===== config.mk =====
export PLATFORM = sky130hd
export DESIGN_NAME = burst_col_gen
export DESIGN_NICKNAME = d
export VERILOG_FILES = /design/src/rtl/bcg_pkg.sv /design/src/rtl/bcg_mode_reg.sv /design/src/rtl/bcg_ctrl.sv /design/src/rtl/bcg_datapath.sv /design/src/rtl/burst_col_gen.sv
export SDC_FILE = /design/constraint.sdc
export NUM_CORES = 1
export LEC_CHECK = 0
export ABC_AREA = 1
export BUFFER_PORTS_ARGS = -buffer_cell sky130_fd_sc_hd__buf_2
export CAP_MARGIN = 30
export CORE_MARGIN = 1.5
export CORE_UTILIZATION = 46
export CTS_CLUSTER_SIZE = 14
export DETAILED_ROUTE_END_ITERATION = 8
export GPL_ROUTABILITY_DRIVEN = 0
export PLACE_DENSITY_LB_ADDON = 0.15
export SLEW_MARGIN = 20
export SYNTH_ARGS = -nofsm -noshare
export SYNTH_HDL_FRONTEND = slang
export SYNTH_SLANG_ARGS = --single-unit

===== constraint.sdc =====
create_clock -name clk -period 2 [get_ports clk]
set_input_delay 0.2 -clock clk [delete_from_list [all_inputs] [get_ports clk]]
set_output_delay 0.2 -clock clk [all_outputs]
set_load 0.01 [all_outputs]

===== src/rtl/bcg_pkg.sv =====
package bcg_pkg;
  // strobes from the burst control to the address datapath
  typedef struct packed {
    logic capture;   // take a new start column, beat 0
    logic advance;   // move to the next beat
  } beatStrobe_t;

  localparam int BEAT_W = 3;  // enough for a beat index up to 7
endpackage


===== src/rtl/bcg_mode_reg.sv =====
module bcg_mode_reg #(
  parameter int OP_W  = 12,
  parameter int SEL_W = 2
) (
  input  logic             clk,
  input  logic             rstN,
  input  logic             modeLoad,
  input  logic [OP_W-1:0]  modeOp,
  input  logic [SEL_W-1:0] modeSel,
  output logic [1:0]       lenLog,
  output logic             ilvMode,
  output logic             latFour,
  output logic             testMode,
  output logic             dllReset,
  output logic             dllEnable,
  output logic             cfgError
);
  logic lenOk, latOk, mainWr, extWr;

  always_comb begin
    lenOk  = (modeOp[2:0] == 3'b001) || (modeOp[2:0] == 3'b010) ||
             (modeOp[2:0] == 3'b011);
    latOk  = (modeOp[6:4] == 3'b011) || (modeOp[6:4] == 3'b100);
    mainWr = modeLoad && !modeSel[0];
    extWr  = modeLoad && modeSel[0] && !modeSel[1];
  end

  always_ff @(posedge clk) begin
    if (!rstN) begin
      lenLog    <= 2'd1;
      ilvMode   <= 1'b0;
      latFour   <= 1'b0;
      testMode  <= 1'b0;
      dllReset  <= 1'b0;
      dllEnable <= 1'b1;
      cfgError  <= 1'b0;
    end else begin
      if (mainWr) begin
        if (lenOk && latOk) begin
          lenLog   <= modeOp[1:0];
          ilvMode  <= modeOp[3];
          latFour  <= modeOp[6];
          testMode <= modeOp[7];
          dllReset <= modeOp[8];
          cfgError <= 1'b0;
        end else begin
          cfgError <= 1'b1;
        end
      end
      if (extWr) dllEnable <= !modeOp[0];
    end
  end
endmodule


===== src/rtl/bcg_ctrl.sv =====
module bcg_ctrl
  import bcg_pkg::*;
(
  input  logic        clk,
  input  logic        rstN,
  input  logic        burstStart,
  input  logic        beatIsLast,
  output beatStrobe_t strobe,
  output logic        active
);
  always_comb begin
    strobe.capture = burstStart;
    strobe.advance = active && !burstStart && !beatIsLast;
  end

  always_ff @(posedge clk) begin
    if (!rstN) active <= 1'b0;
    else       active <= burstStart || (active && !beatIsLast);
  end
endmodule


===== src/rtl/bcg_datapath.sv =====
module bcg_datapath
  import bcg_pkg::*;
#(
  parameter int COL_W = 8
) (
  input  logic             clk,
  input  logic             rstN,
  input  beatStrobe_t      strobe,
  input  logic [COL_W-1:0] startCol,
  input  logic [1:0]       lenLogIn,
  input  logic             ilvIn,
  output logic [COL_W-1:0] colOut,
  output logic             beatIsLast
);
  logic [COL_W-1:0]  baseCol;
  logic [BEAT_W-1:0] beatIdx;
  logic [1:0]        lenLog;
  logic              ilv;
  logic [BEAT_W-1:0] lowSeq, lowIlv, lowSel, lastIdx;

  always_ff @(posedge clk) begin
    if (!rstN) begin
      baseCol <= '0;
      beatIdx <= '0;
      lenLog  <= 2'd1;
      ilv     <= 1'b0;
    end else if (strobe.capture) begin
      baseCol <= startCol;
      beatIdx <= '0;
      lenLog  <= lenLogIn;
      ilv     <= ilvIn;
    end else if (strobe.advance) begin
      beatIdx <= beatIdx + 1'b1;
    end
  end

  always_comb begin
    lowSeq  = baseCol[BEAT_W-1:0] + beatIdx;
    lowIlv  = baseCol[BEAT_W-1:0] ^ beatIdx;
    lowSel  = ilv ? lowIlv : lowSeq;
    lastIdx = BEAT_W'((1 << lenLog) - 1);
    beatIsLast = (beatIdx == lastIdx);
  end

  for (genvar b = 0; b < COL_W; b++) begin : g_col
    if (b < BEAT_W) begin : g_low
      assign colOut[b] = (lenLog > 2'(b)) ? lowSel[b] : baseCol[b];
    end else begin : g_high
      assign colOut[b] = baseCol[b];
    end
  end
endmodule


===== src/rtl/burst_col_gen.sv =====
module burst_col_gen
  import bcg_pkg::*;
#(
  parameter int OP_W  = 12,
  parameter int SEL_W = 2,
  parameter int COL_W = 8
) (
  input  logic             clk,
  input  logic             rstN,
  input  logic             modeLoad,
  input  logic [OP_W-1:0]  modeOp,
  input  logic [SEL_W-1:0] modeSel,
  input  logic             burstStart,
  input  logic [COL_W-1:0] startCol,
  output logic [COL_W-1:0] colOut,
  output logic             colValid,
  output logic             lastBeat,
  output logic [3:0]       burstLen,
  output logic             interleaved,
  output logic [2:0]       readLat,
  output logic             testMode,
  output logic             dllReset,
  output logic             dllEnable,
  output logic             cfgError
);
  logic [1:0]  lenLog;
  logic        latFour, active, beatIsLast;
  beatStrobe_t strobe;

  bcg_mode_reg #(.OP_W(OP_W), .SEL_W(SEL_W)) u_mode (
    .clk(clk), .rstN(rstN), .modeLoad(modeLoad), .modeOp(modeOp),
    .modeSel(modeSel), .lenLog(lenLog), .ilvMode(interleaved),
    .latFour(latFour), .testMode(testMode), .dllReset(dllReset),
    .dllEnable(dllEnable), .cfgError(cfgError)
  );

  bcg_ctrl u_ctrl (
    .clk(clk), .rstN(rstN), .burstStart(burstStart),
    .beatIsLast(beatIsLast), .strobe(strobe), .active(active)
  );

  bcg_datapath #(.COL_W(COL_W)) u_dp (
    .clk(clk), .rstN(rstN), .strobe(strobe), .startCol(startCol),
    .lenLogIn(lenLog), .ilvIn(interleaved), .colOut(colOut),
    .beatIsLast(beatIsLast)
  );

  assign colValid = active;
  assign lastBeat = active && beatIsLast;
  assign burstLen = 4'(1 << lenLog);
  assign readLat  = latFour ? 3'd4 : 3'd3;
endmodule


* Word level (Yosys, flattened, before mapping)
Index checks and enable logic that the tools add are counted. Widths: inputs -> output; s select.
Operators by class: $add $sub $neg 3, magnitude comparators 3, equal/unequal tests 6, shift operators 2, multiplexer cells 6, bitwise logic cells 2, reduce and logical (&&, ||, !) cells 19
Operators by type and width (count):
- $eq 3x2->1 const B | 3
- $logic_and 1x1->1 | 8
- $mux 3 | 2
- $logic_not 1->1 | 5
- $gt 2x1->1 const B | 2
- $logic_or 1x1->1 | 4
- $mux 1 | 4
- $shl 1x2->4 const A | 1
- $add 3x1->3 const B | 1
- $add 3x3->3 | 1
- $eq 3x1->1 const B | 1
- $eq 3x3->1 | 1
- $eq 3x3->1 const B | 1
- $shl 1x2->3 const A | 1
- $sub 3x2->3 const B | 1
- $xor 3x3->3 | 1
- $gt 2x2->1 const B | 1
- $reduce_and 2->1 | 1
- $reduce_or 2->1 | 1
- $not 1->1 | 1
Word-level totals: register bits after elaboration 23, output and inout port bits 22

* Depth between registers and ports, before layout
Gate-level depths: netlist (run 1).
depth after elaboration 6, mapped depth 8, mapped depth without buffers 8

* Modules after synthesis
Synthesis (run 1) repeated with hierarchy kept, for this count alone.
Second synthesis, totals: cells, all modules 184, area, all modules 1305.0 um^2
Modules (own cells, without submodules):
- bcg_datapath | times used 1, cells each 99, area each 769.5 um^2, seq. area each 280.3 um^2
- bcg_mode_reg | times used 1, cells each 65, area each 425.4 um^2, seq. area each 160.2 um^2
- bcg_ctrl | times used 1, cells each 8, area each 57.6 um^2, seq. area each 20.0 um^2
- burst_col_gen | times used 1, cells each 12, area each 52.6 um^2, seq. area each 0.0 um^2

* Least setup slack after synthesis (run 1)
No wires, ideal clock.
path type reg-to-output, start point register u_dp.beatIdx[0], end point output colOut[2], arrival time 1371 ps, setup slack 429 ps, stages on the path, launching flop included 7, path buffers 0, path through dfxtp_1 ha_1 inv_1 fa_1 nor2_1 o21ai_0 xnor2_1
Between the ends: word-level cells in the longest chain between the ends 3
Ends and longest elaborated chain:
- start: declaration | line bcg_datapath.sv:16 | logic [BEAT_W-1:0] beatIdx;
- start signal: assignment | line bcg_datapath.sv:33 | beatIdx <= beatIdx + 1'b1;
- $add 3x3->3 | line bcg_datapath.sv:38 | lowSeq = baseCol[BEAT_W-1:0] + beatIdx;
- $mux 3 | line bcg_datapath.sv:40 | lowSel = ilv ? lowIlv : lowSeq;
- $mux 1 | line bcg_datapath.sv:47 | assign colOut[b] = (lenLog > 2'(b)) ? lowSel[b] : baseCol[b];
- end: declaration | line burst_col_gen.sv:15 | output logic [COL_W-1:0] colOut,
No other way between the ends.

* Worst setup path in the final report (run 1)
start point register u_dp.beatIdx[0], end point output colOut[1]
The elaborated chain is that of the path after synthesis.

==> results of run 1 <==
logic make-up after synthesis:
kind of cell,Yosys count
buffers and inverters,26
adder cells (fa/ha/maj),4
XOR/XNOR,2
flip-flops,23
AO/OA/AOI/OAI,33
AND/OR/NAND/NOR,66
registers in the layout, summed over array words and instances, names as in the netlist:
| signal | count |
|---|---|
| u_dp.ilv | 1 |
| u_mode.cfgError | 1 |
| u_dp.baseCol | 8 |
| u_dp.lenLog | 2 |
| u_mode.latFour | 1 |
| u_mode.dllReset | 1 |
| u_dp.beatIdx | 3 |
| u_mode.dllEnable | 1 |
| u_mode.ilvMode | 1 |
| u_ctrl.active | 1 |
| u_mode.testMode | 1 |
| u_mode.lenLog | 2 |
power groups by stage:
stage / Combinational, mW / Sequential [mW] / Clock (mW)
after floorplan: 0.0908 / 0.505 / 0
after global placement: 0.137 / 0.505 / 0
after detailed placement: 0.141 / 0.506 / 0
after CTS: 0.145 / 0.495 / 0.225
after global routing: 0.166 / 0.499 / 0.241
final: 0.146 / 0.496 / 0.215
Yosys cell counts:
cell type,number,area (um^2)
nor3_4,1,16.3
nand3_4,1,17.5
buf_4,7,52.6
nand4_1,1,6.26
o211ai_1,2,15.0
a21oi_1,15,75.1
inv_2,1,3.75
xnor2_1,1,8.76
nand3_1,8,40.0
inv_1,15,56.3
ha_1,3,37.5
clkbuf_1,3,11.3
o21ai_0,14,70.1
nand2_2,3,18.8
nand3b_1,1,7.51
nor2_1,25,93.8
nand2_1,25,93.8
fa_1,1,20.0
nor2_2,1,6.26
o21a_1,1,7.51
xor2_1,1,8.76
dfxtp_1,23,460
o21ai_1,1,5.00
metrics by stage:
| step | worst slack (ns) | area [um^2] | total power, mW | utilization [%] | cells |
|---|---|---|---|---|---|
| 6_report | 0.0206 | 1400 | 0.857 | 61.4 | 221 |
| 5_1_grt | -0.0759 | 1400 | 0.905 | 61.4 | 221 |
| 4_1_cts | 0.00146 | 1370 | 0.865 | 60.2 | 221 |
| 3_5_place_dp | 0.198 | 1320 | 0.647 | 58.2 | 216 |
| 3_3_place_gp | 0.256 | 1320 | 0.641 | 58.2 | 216 |
| 2_1_floorplan | 0.429 | 1130 | 0.596 | - | 154 |
final cells by class:
cell class	instances	area share (%)
multi-input cells	105	41.4
clock inverters	1	0.358
inverters	16	4.30
flip-flops and latches	23	33.6
well taps	28	2.51
clock buffers	3	1.61
repair buffers	45	16.3
what timing repair did:
| item | 4_1_cts | 5_1_grt |
|---|---|---|
| gates cloned | 0 | 0 |
| resized for setup | 8 | 7 |
| endpoints found under the setup margin | 2 | 2 |
| buffers inserted | 1 | 0 |
| pin swaps | 1 | 5 |
final timing paths:
kind | cells past startpoint | end | slack [ns] | start
setup reg to reg | 8 | u_dp.beatIdx[1]$_SDFFE_PP0P_ | 0.77 | u_dp.lenLog[1]$_SDFFE_PN0P_
hold reg to reg | 2 | u_mode.dllReset$_SDFFE_PN0P_ | 0.48 | u_mode.dllReset$_SDFFE_PN0P_
setup / recovery | 7 | colOut[1] | 0.02 | u_dp.beatIdx[0]$_SDFFE_PP0P_
hold / removal | 2 | u_mode.dllEnable$_SDFFE_PN1P_ | 0.1 | modeOp[0]
per-layer routing:
metal,vias up,part of all wire (%),GRT usage (%)
li1,570,-,-
met1,513,44,24.8
met2,20,53,38.1
met3,2,2.9,3.43
met4,0,0.55,8.55
met5,-,0,0
cells in the final DEF, fill, tap and decap left out, types with 2 or more instances in the layout:
cell,Yosys,final
dfxtp_1,23,20
nand3_1,8,8
dfxtp_4,0,2
o21ai_0,14,12
o211ai_1,2,2
buf_2,0,44
inv_2,1,2
o21ai_1,1,2
clkbuf_4,0,3
nor2_1,25,24
inv_1,15,14
nand2_2,3,3
ha_1,3,2
nand2_1,25,25
a21oi_1,15,14
==> results.md, run 1 <==
- **switch share** 28.1%
- **sequential cell fraction of total power** 57.9%
- **HPWL after detailed placement** 1.88 mm
- **P_leak** 0.670 nW
- **vias after detailed routing** 1,105
- **number of hold violations in the final report** 0
- **type of destination of the critical path** primary output
- **buffers plus inverters on the worst setup path** 2
- **CTS clock-pin slew for the worst setup and hold paths** 0.13 ns
- **Hold Buf Count CTS** 0
- **clock net sink count** 23
- **number of warnings reported in the yosys synthesis log** 0
- **Die Width** 52.6 um
- **critical path launch point type** flip-flop
- **largest fanout on the critical path** 2
- **slowest cell on the critical path** fa_2
- **number of nets with antenna violations after detailed routing** 0
- **Netlist cell types** 23
- **clock root buffer** clkbuf_4
- **routed wire length per instance** 11.6 um
- **flop and latch count out of synthesis** 23
- **worst-skew pair later-pin latency** 0.31 ns
- **Bufs on Longest Clock Path** 2
- **combined area of the multi-input logic cells** 578 um^2
- **TritonCTS buffer count** 3
- **clock tree from TritonCTS** done
- **Compound-Gate Fraction of Synth Area** 15.2%
- **switching power** 241 uW
- **peak per-stage delay on the critical path** 0.56 ns
- **CTS H-Tree Depth** 1
- **worst min-delay path category** in -> reg
- **share of cell area taken by muxes after synthesis** 0%
- **starting density of the core** 49.8%
- **Final Setup Violations** 0
- **net count after synthesis** 184
- **violation count after the first detailed-route iteration** 25
- **first-pass GRT wire length** 4.35 mm
- **overall die height** 52.6 um
- **number of antenna violations at the first check in global routing** 0
- **overall global routing resource usage** 21.2%
- **Crit path arrival time** 1.78 ns
- **count of input and output buffers** 44
- **Worst Tran Pin Value** 0.403 ns
- **number of max-slew violations in the final report** 0
- **min Tclk post-route** 1.98 ns
- **Die ar.** 2770 um^2
- **gate count after technology mapping** 154
- **Combinational Power Share** 17.1%
- **largest net degree at the start of global routing** 17
- **internal power** 616 uW
- **GRT Residual Overflow** 0
- **layout overhead on the synthesized area** 23.4%
- **f_max** 0.505 GHz
- **worst-case vdd ir drop** 0.542 mV
- **Post-Route Skew** 0.00397 ns
- **number of nets in the layout** 224
- **Slew HR** 73.1%
- **Avg Inst Size Synth** 7.35 um^2
- **kind of critical path** reg -> out
- **worst path required time** 1.80 ns
- **fraction of layout instances using a drive strength above 1** 33.7%
- **post-synthesis share of cell area spent on xor and xnor gates** 1.55%
- **storage element area** 469 um^2
- **status** finished, final reports clean
- **number of top-level pins** 48
- **netlist area before placement** 1130 um^2
- **ratio of total power to cell area** 613 nW/um^2
- **number of detailed-route iterations in the first pass** 4
- **largest family of logic cells by synthesized area** simple AND/OR/NAND/NOR gates
- **Simple-Gate Fraction of Synth Area** 26.5%
- **CP cell instances** ha_4 > inv_2 > fa_2 > nand2_1 > o211ai_1 > o21ai_1 > buf_2
- **clock share of power** 25.0%
- **CORE AREA** 2280 um^2
- **family of cells with the greatest summed delay on the critical path** adder cells
- **final cycle utilization of the critical path** 99.0%
- **count of max-cap constraint violations** 0
- **Avg Vias per Cell** 5.00
- **post-route setup TNS** 0 ns
- **adder and majority cell fraction of the synthesized area** 5.08%
- **floorplan row count** 17
- **DRC violations left** 0
- **fill count** 220
- **sequential area share after synthesis** 40.7%
- **worst slack on hold paths** 0.0986 ns
- **Routed Wire Length** 2.56 mm
- **number of global-route vias before repair** 1,055
- **setup repair after global routing missed its margin** true
- **number of diodes** 0
Note: power is estimated with default switching activity, not from simulation.
==> run 2, diff against run 1 <==
--- a/config.mk
+++ b/config.mk
@@ -10,6 +10,7 @@
 export CAP_MARGIN = 30
 export CORE_MARGIN = 1.5
 export CORE_UTILIZATION = 46
+export CTS_CLUSTER_DIAMETER = 120
 export CTS_CLUSTER_SIZE = 14
 export DETAILED_ROUTE_END_ITERATION = 8
 export GPL_ROUTABILITY_DRIVEN = 0
==> constraint.sdc (replaced) <==
create_clock -name clk -period 2 [get_ports clk]
set_input_delay 0 -clock clk [delete_from_list [all_inputs] [get_ports clk]]
set_output_delay 0 -clock clk [all_outputs]
set_load 0.01 [all_outputs]
==> results.md, run 2 (synthesized netlist as in run 1, its figures left out) <==
- **status** finished, final reports clean
- **Regs by FF count** u_dp.baseCol: 8 flops, u_dp.beatIdx: 3 flops
- **Routed Wire Length** 2.74 mm
- **post-CTS setup-driven buffer insertion count** 0
- **fill count** 198
- **DRC violations left** 0
- **launch point of the worst hold path** modeOp[2]
- **P_leak** 0.743 nW
- **commonest cells after routing, fill and taps aside** buf_2, nand2_1, nor2_1, dfxtp_1, dlygate4sd3_1
- **M3 GR Usage** 4.00%
- **number of antenna violations at the first check in global routing** 0
- **post-route setup TNS** 0 ns
- **kind of critical path** reg -> out
- **number of top-level pins** 48
- **min Tclk post-route** 1.82 ns
- **number of detailed-route iterations in the first pass** 4
- **Slew HR** 73.7%
- **register bank with the most flops** u_dp.baseCol
- **f_max** 0.549 GHz
- **routed wire length per instance** 11.4 um
- **overall die height** 52.6 um
- **Critical path destination** colOut[2]
- **number of nets with antenna violations after detailed routing** 0
- **Worst Tran Pin Value** 0.394 ns
- **Bufs on Longest Clock Path** 2
- **overall global routing resource usage** 22.4%
- **Die Width** 52.6 um
- **number of global-route vias before repair** 1,171
- **starting density of the core** 49.8%
- **met2 track demand over resource** 40.6%
- **clock net sink count** 23
- **first-pass GRT wire length** 4.69 mm
- **worst min-delay path category** in -> reg
- **number of standard cells in the final layout excluding fillers** 240
- **reg2reg start** u_dp.lenLog[1]$_SDFFE_PN0P_
- **number of nets in the layout** 243
- **count of input and output buffers** 44
- **GRT Residual Overflow** 0
- **most common library cell in the layout ignoring fill and taps** buf_2
- **Final Setup Violations** 0
- **setup repair after global routing missed its margin** false
- **depth of the most critical reg-to-reg path** 7
- **busiest layer in global routing** met2
- **worst-case vdd ir drop** 0.543 mV
- **worst path required time** 2.00 ns
- **floorplan row count** 17
- **ratio of total power to cell area** 564 nW/um^2
- **TritonCTS buffer count** 3
- **violation count after the first detailed-route iteration** 24
- **Reg-to-Reg End** u_dp.beatIdx[1]$_SDFFE_PP0P_
- **count of max-cap constraint violations** 0
- **largest fanout on the critical path** 6
- **Post-Route Skew** 0.00249 ns
- **CTS H-Tree Depth** 1
- **final cycle utilization of the critical path** 91.1%
- **layout overhead on the synthesized area** 37.7%
- **clock root buffer** clkbuf_4
- **number of max-slew violations in the final report** 0
- **fraction of layout instances using a drive strength above 1** 27.4%
- **type of destination of the critical path** primary output
- **flip-flop count of the largest register after layout** 8
- **critical path launch point type** flip-flop
- **number of hold violations in the final report** 0
- **clock tree from TritonCTS** done
- **number of diodes** 0
- **total power** 880 uW
- **met1 routing resource usage after global routing** 26.2%
- **Crit path arrival time** 1.82 ns
- **Die ar.** 2770 um^2
- **HPWL after detailed placement** 1.88 mm
- **dpl cells** 216
- **minimum setup slack among reg-to-reg paths** 0.82 ns
- **vias after detailed routing** 1,198
- **largest net degree at the start of global routing** 17
- **CTS clock-pin slew for the worst setup and hold paths** 0.13 ns
- **CORE AREA** 2280 um^2
- **crit path from** u_dp.beatIdx[0]$_SDFFE_PP0P_
- **worst-skew pair later-pin latency** 0.30 ns
- **Avg Vias per Cell** 4.99
[run 2: cell types whose count changed in the layout (fill, tap and decap cells not counted), sizes merged]
cell	previous run	this run
dlygate4sd3	0	20
buf	45	44
[run 2: worst min-delay path by stage]
| stage | cells after the start | end | slack, ns |
|---|---|---|---|
| 6_report | 4 | u_mode.dllReset$_SDFFE_PN0P_ | 0.02 |
| 5_1_grt | 4 | u_mode.dllReset$_SDFFE_PN0P_ | 0.02 |
| 4_1_cts | 4 | u_mode.dllReset$_SDFFE_PN0P_ | 0.003 |
| 3_5_place_dp | 3 | u_dp.baseCol[4]$_SDFFE_PN0P_ | 0.23 |
| 3_3_place_gp | 3 | u_dp.baseCol[0]$_SDFFE_PN0P_ | 0.22 |
| 2_1_floorplan | 1 | u_mode.dllEnable$_SDFFE_PN1P_ | 0.11 |
[run 2: layer usage]
metal | vias to the layer above | part of all wire [%]
met4 | 0 | 0.44
met1 | 557 | 42
li1 | 609 | -
met2 | 30 | 54
met5 | - | 0
met3 | 2 | 3.7
[run 2: critical path: stages (launching register included)]
cell	delay, ns
dfxtp_4	0.40
ha_1	0.15
inv_1	0.05
fa_1	0.37
nor2_2	0.10
a21oi_1	0.06
o21ai_0	0.10
xnor2_1	0.14
buf_2	0.14
[run 2: metrics by stage]
stage          setup WS [ns]  cell area (um^2)  hold slack, ns  util [%]
2_1_floorplan          0.629              1130           0.112         -
3_3_place_gp           0.456              1320           0.219      58.2
3_5_place_dp           0.398              1320           0.233      58.2
4_1_cts               0.0293              1550         0.00333      68.2
5_1_grt               0.0213              1560          0.0192      68.5
6_report               0.178              1560          0.0201      68.5
[run 2: repair_timing]
| action | 4_1_cts | 5_1_grt |
|---|---|---|
| hold buffers | 20 | 0 |
| hold endpoints to repair | 17 | 0 |
| gates resized for setup | 0 | 4 |
| endpoints found under the setup margin | 0 | 2 |
[run 2: final cells by class]
class                   count  area (um^2)  area share [%]
multi-input cells         105          551            35.3
clock buffers               3         22.5            1.44
inverters                  16         60.1            3.85
repair buffers             64          420            27.0
well taps                  28         35.0            2.25
clock inverters             1         5.00           0.321
flip-flops and latches     23          465            29.9
[run 2: power breakdown]
part,internal [mW],switching [mW],total (mW)
Clock,0.0746,0.137,0.212
Sequential,0.479,0.0162,0.496
Combinational,0.0849,0.0872,0.172
Total,0.639,0.241,0.880
